[config.mk]
export PLATFORM = sky130hd
export DESIGN_NAME = macro_result_writer
export DESIGN_NICKNAME = d
export VERILOG_FILES = /design/src/rtl/macro_result_writer.sv
export SDC_FILE = /design/constraint.sdc
export NUM_CORES = 1
export LEC_CHECK = 0
export ABC_AREA = 1
export BUFFER_PORTS_ARGS = -buffer_cell sky130_fd_sc_hd__buf_4
export CELL_PAD_IN_SITES_DETAIL_PLACEMENT = 0
export CELL_PAD_IN_SITES_GLOBAL_PLACEMENT = 2
export CORE_MARGIN = 2
export CORE_UTILIZATION = 36
export DETAILED_ROUTE_END_ITERATION = 10
export PLACE_DENSITY = 0.81
export SLEW_MARGIN = 20
export SYNTH_ARGS = -nofsm -noshare
export SYNTH_HDL_FRONTEND = slang
export SYNTH_SLANG_ARGS = --single-unit
export TNS_END_PERCENT = 1
[constraint.sdc]
create_clock -name clk -period 2.95 [get_ports clk]
set_input_delay 0.295 -clock clk [delete_from_list [all_inputs] [get_ports clk]]
set_output_delay 0.295 -clock clk [all_outputs]
set_load 0.01 [all_outputs]
[src/rtl/macro_result_writer.sv]
module macro_result_writer #(
  parameter int DW = 32,
  parameter int NREG = 8,
  parameter int PQ_DEPTH = 16,
  parameter int MA_W = 12,
  parameter int INC_W = 6,
  localparam int RW = $clog2(NREG),
  localparam int QW = $clog2(PQ_DEPTH)
) (
  input  logic          clk,
  input  logic          rst_n,
  input  logic          inv_start,
  input  logic          prm_push,
  input  logic [DW-1:0] prm_data,
  input  logic [RW-1:0] rd_a_sel,
  output logic [DW-1:0] rd_a_data,
  input  logic [RW-1:0] rd_b_sel,
  output logic [DW-1:0] rd_b_data,
  input  logic          res_valid,
  output logic          res_ready,
  input  logic [31:0]   res_insn,
  input  logic [DW-1:0] res_value,
  output logic          mw_valid,
  input  logic          mw_ready,
  output logic [MA_W-1:0] mw_addr,
  output logic [DW-1:0] mw_data,
  input  logic          exit_chk,
  output logic          err_fetch,
  output logic          err_left
);
  localparam logic [QW:0] QFULL = PQ_DEPTH[QW:0];

  logic [DW-1:0]    regs [NREG];
  logic [DW-1:0]    pq [PQ_DEPTH];
  logic [QW-1:0]    rptr, wptr;
  logic [QW:0]      cnt;
  logic             first_pend;
  logic [MA_W-1:0]  ma_addr;
  logic [INC_W-1:0] ma_inc;

  logic [2:0]    mode;
  logic [RW-1:0] dst;
  logic fire, uses_fetch, loads_fetch, sets_ma, sends, q_empty, pop, push_ok;
  logic [DW-1:0]    fetch_val, wr_val, snd_data;
  logic [MA_W-1:0]  base_addr;
  logic [INC_W-1:0] base_inc;

  assign mode = res_insn[6:4];
  assign dst  = res_insn[8 +: RW];

  assign rd_a_data = (rd_a_sel == '0) ? '0 : regs[rd_a_sel];
  assign rd_b_data = (rd_b_sel == '0) ? '0 : regs[rd_b_sel];

  assign res_ready = !mw_valid || mw_ready;
  assign fire      = res_valid && res_ready;

  assign loads_fetch = (mode == 3'd0) || (mode == 3'd3) || (mode == 3'd5);
  assign uses_fetch  = loads_fetch || (mode == 3'd6);
  assign sets_ma     = (mode == 3'd2) || (mode >= 3'd5);
  assign sends       = (mode == 3'd3) || (mode == 3'd4) || (mode >= 3'd6);

  assign q_empty   = (cnt == '0);
  assign fetch_val = q_empty ? '0 : pq[rptr];
  assign pop       = fire && uses_fetch && !q_empty;
  assign push_ok   = prm_push && !first_pend && (cnt != QFULL);

  assign wr_val = loads_fetch ? fetch_val : res_value;

  always_comb begin
    case (mode)
      3'd6:    snd_data = fetch_val;
      3'd7:    snd_data = {{(DW-INC_W){1'b0}}, res_value[MA_W +: INC_W]};
      default: snd_data = res_value;
    endcase
  end

  assign base_addr = sets_ma ? res_value[MA_W-1:0] : ma_addr;
  assign base_inc  = sets_ma ? res_value[MA_W +: INC_W] : ma_inc;

  always_ff @(posedge clk) begin
    if (!rst_n || inv_start) begin
      for (int i = 0; i < NREG; i++) regs[i] <= '0;
      rptr       <= '0;
      wptr       <= '0;
      cnt        <= '0;
      first_pend <= 1'b1;
      ma_addr    <= '0;
      ma_inc     <= '0;
      err_fetch  <= 1'b0;
      err_left   <= 1'b0;
    end else begin
      if (prm_push && first_pend) begin
        regs[1]    <= prm_data;
        first_pend <= 1'b0;
      end
      if (push_ok) begin
        pq[wptr] <= prm_data;
        wptr     <= wptr + 1'b1;
      end
      if (pop) rptr <= rptr + 1'b1;
      cnt <= cnt + {{QW{1'b0}}, push_ok} - {{QW{1'b0}}, pop};
      if (fire) begin
        if (dst != '0) regs[dst] <= wr_val;
        if (uses_fetch && q_empty) err_fetch <= 1'b1;
        ma_inc  <= base_inc;
        ma_addr <= sends ? base_addr + {{(MA_W-INC_W){1'b0}}, base_inc} : base_addr;
      end
      if (exit_chk && !q_empty) err_left <= 1'b1;
    end
  end

  always_ff @(posedge clk) begin
    if (!rst_n) begin
      mw_valid <= 1'b0;
      mw_addr  <= '0;
      mw_data  <= '0;
    end else if (fire && sends) begin
      mw_valid <= 1'b1;
      mw_addr  <= base_addr;
      mw_data  <= snd_data;
    end else if (mw_ready) begin
      mw_valid <= 1'b0;
    end
  end
endmodule

==> qor.csv <==
metric;value;unit
vdd_ir_drop_max;488;uV
setup_viol;0;
clock-root-buffer;clkbuf_16;
drtIter0Drc;2770;
p_leak;17.1;nW
grt_pass1_wl;185000;microns
synthXorXnorAreaFrac;0.00156;
required;3.47;ns
synth_edf_count;768;
synth_seq_cells;851;
drive_gt1_frac;0.125;
vias_per_cell;5.32;
synth_seq_area_share;0.629;
cp-start-kind;flip-flop;
grt_remaining_overflow;0;
crit_slowest_cell;fa_1;
synth_fa_ha_area_frac;0.00643;
synth_async_sr_flop_share;0;
ctsHoldBuffers;69;
final.setup.tns;0;ns
synth_top_family_by_area;simple AND/OR/NAND/NOR gates;
wl_per_cell;22.2;microns
cts_buffers;91;
multi_input_area;12700;sq um
synth_area;39300;sq um
io_pins;221;
synth_ff_type;edfxtp_1;
slew-limit-headroom;0.389;
synth_cell_types;41;
drc;0;
powerDensity;591;nW/um^2
dp_hpwl;75900;microns
outcome;finished clean;
synth_area_per_cell;10.1;sq um
arrival;3.11;ns
dieHeight;335;microns
holdCritStartpoint;res_insn[6];
drt_first_pass_iters;6;
grt_pass1_vias;28487;
num_rows;121;
path_max_fanout;4;
antenna_found_initial;2;
yosys.area_share.simple;0.180;
antenna_left;0;
tightest_slew;0.916;ns
report.final.slew_viol_count;0;
syn_to_final_growth;18.1;%
grt_start_max_net_pins;103;
portBuffers;194;
clk_pin_slew;0.06;ns
yosys.area.top_type;edfxtp_1;
max_freq;387;MHz
cts_sinks;851;
cts.htree.levels;3;
rsz0062_at_grt;false;
die_area;112000;sq um
drv_cap;0;
stdcell_count;5584;
synth-compound-area-share;0.130;
finalHoldViolCount;0;
cts_resized;0;
place_inst;5346;
start_util;0.362;
routed_wl;124000;microns
clock_latency;0.68;ns
finalCritPeriodShare;0.877;
final_nets;4222;
n_fill_cell;10382;
setup.worst_path.end_class;flip-flop;
cts_setup_buffers;0;
synthMuxAreaShare;0.000286;
fp.dieW;335;microns
reg2reg_from;cnt[2]$_SDFF_PP0_;
worst-setup-path-type;reg2reg;
hold_class;in2reg;
path_cells;inv_1 -> ha_1 -> nand3_1 -> nor2_1 -> inv_4 -> nand3_2 -> inv_2 -> ha_1 -> inv_1 -> ha_1 -> inv_1 -> fa_1 -> nor3_1 -> a211oi_1 -> o21ai_0 -> a21oi_1;
dr_total_vias;29715;
finalClockSkew;0.0427;ns
cts_tree;built;
fp.coreArea;109000;sq um
synth.area.top_cells;edfxtp_1 59%, nand2_1 9.0%, nand3_1 6.1%;
crit_start;cnt[2]$_SDFF_PP0_;
routabilityCongestion;0.847;
grtUsageTotal;0.218;
netlist_instances;3876;
ys.warnings.count;0;
period_needed;2.59;ns
slowest_delay;0.43;ns
area.sequential;24700;sq um
synth.top_cell.area_share;0.586;
cts_buffer_depth;3;
-- routing by layer --
metal	GRT usage	wire [microns]
met1	0.305	55300
met2	0.348	57500
met3	0.0319	8010
met4	0.0675	3200
met5	0	11
-- stage by stage --
| stage | hold WS (ns) | total power, mW | setup WS, ns | cell area [sq um] | utilization |
|---|---|---|---|---|---|
| after CTS | 0.0517 | 27.6 | 0.337 | 46400 | 0.428 |
| final | 0.0862 | 27.4 | 0.364 | 46400 | 0.428 |
| after global routing | 0.125 | 28.3 | 0.0882 | 46400 | 0.428 |
| after global placement | 0.454 | 16.0 | 0.180 | 42700 | 0.393 |
| after detailed placement | 0.462 | 16.1 | 0.175 | 42700 | 0.393 |
| after floorplan | 0.394 | 15.0 | 0.175 | 39400 | - |
-- logic make-up (layout without fill, tap and decap cells) --
kind of cell,after synthesis,in the layout
AOI/OAI and AO/OA,955,955
muxes,1,1
and+or+nand+nor,1592,1592
buffers and inverters,450,711
adders and majority gates,19,19
xor gates and xnor gates,7,7
DFF,851,851
other,1,34
-- worst max-delay path, delay by kind of cell (launching register included) --
kind,cells,cell delay (ns)
compound gates,3,0.28
fa+ha+maj,4,1.00
buf+inv,5,0.31
flops,1,0.31
simple gates,4,0.58
-- flip-flops by register name (all words and copies together) (netlist names), named ones only --
| register | cells |
|---|---|
| pq | 512 |
| regs | 256 |
| mw_data | 32 |
| ma_addr | 12 |
| mw_addr | 12 |
| ma_inc | 6 |
| cnt | 5 |
| rptr | 4 |
| wptr | 4 |
| err_fetch | 1 |
| err_left | 1 |
| first_pend | 1 |
| mw_valid | 1 |
-- Yosys cell counts, types with 19 or more instances --
master    number
nand2_1      946
edfxtp_1     768
nand3_1      476
a21oi_1      414
o21ai_0      368
inv_1        161
clkbuf_1     135
nor2_1       121
dfxtp_1       83
buf_2         69
a31oi_1       68
o211ai_1      65
nand3_4       30
buf_4         26
buf_6         24
o21ai_1       21
buf_1         19
-- final timing paths --
path                            cells past startpoint  slack (ns)                       to
worst min-delay path                                4        0.09  mw_addr[3]$_SDFFE_PN0P_
worst min register to register                      2        0.46   err_fetch$_SDFFE_PP0P_
worst max-delay path                               16        0.36        cnt[4]$_SDFF_PP0_
worst max register to register                     16        0.36        cnt[4]$_SDFF_PP0_
-- cells in the final DEF (no fill, tap or decap), types with 79 or more instances in the layout --
master / instances
a21oi_1: 414
buf_4: 257
clkbuf_16: 91
dfxtp_1: 79
edfxtp_1: 768
inv_1: 158
nand2_1: 946
nand3_1: 475
nor2_1: 102
o21ai_0: 368
-- layout make-up --
cell class                 instances  area share
sequential                       851       0.533
multi-input combinational       2606       0.275
timing repair buffer             370      0.0750
clock buffer                     114      0.0511
tap                             1414      0.0381
inverter                         174      0.0144
clock inverter                    53      0.0138
antenna                            2    0.000108
-- power by group --
part	total (mW)	switching, mW	internal, mW
Clock	11.5	5.03	6.50
Combinational	2.34	1.57	0.768
Sequential	13.6	0.162	13.4
No activity file was read; power rests on OpenSTA's default activity.
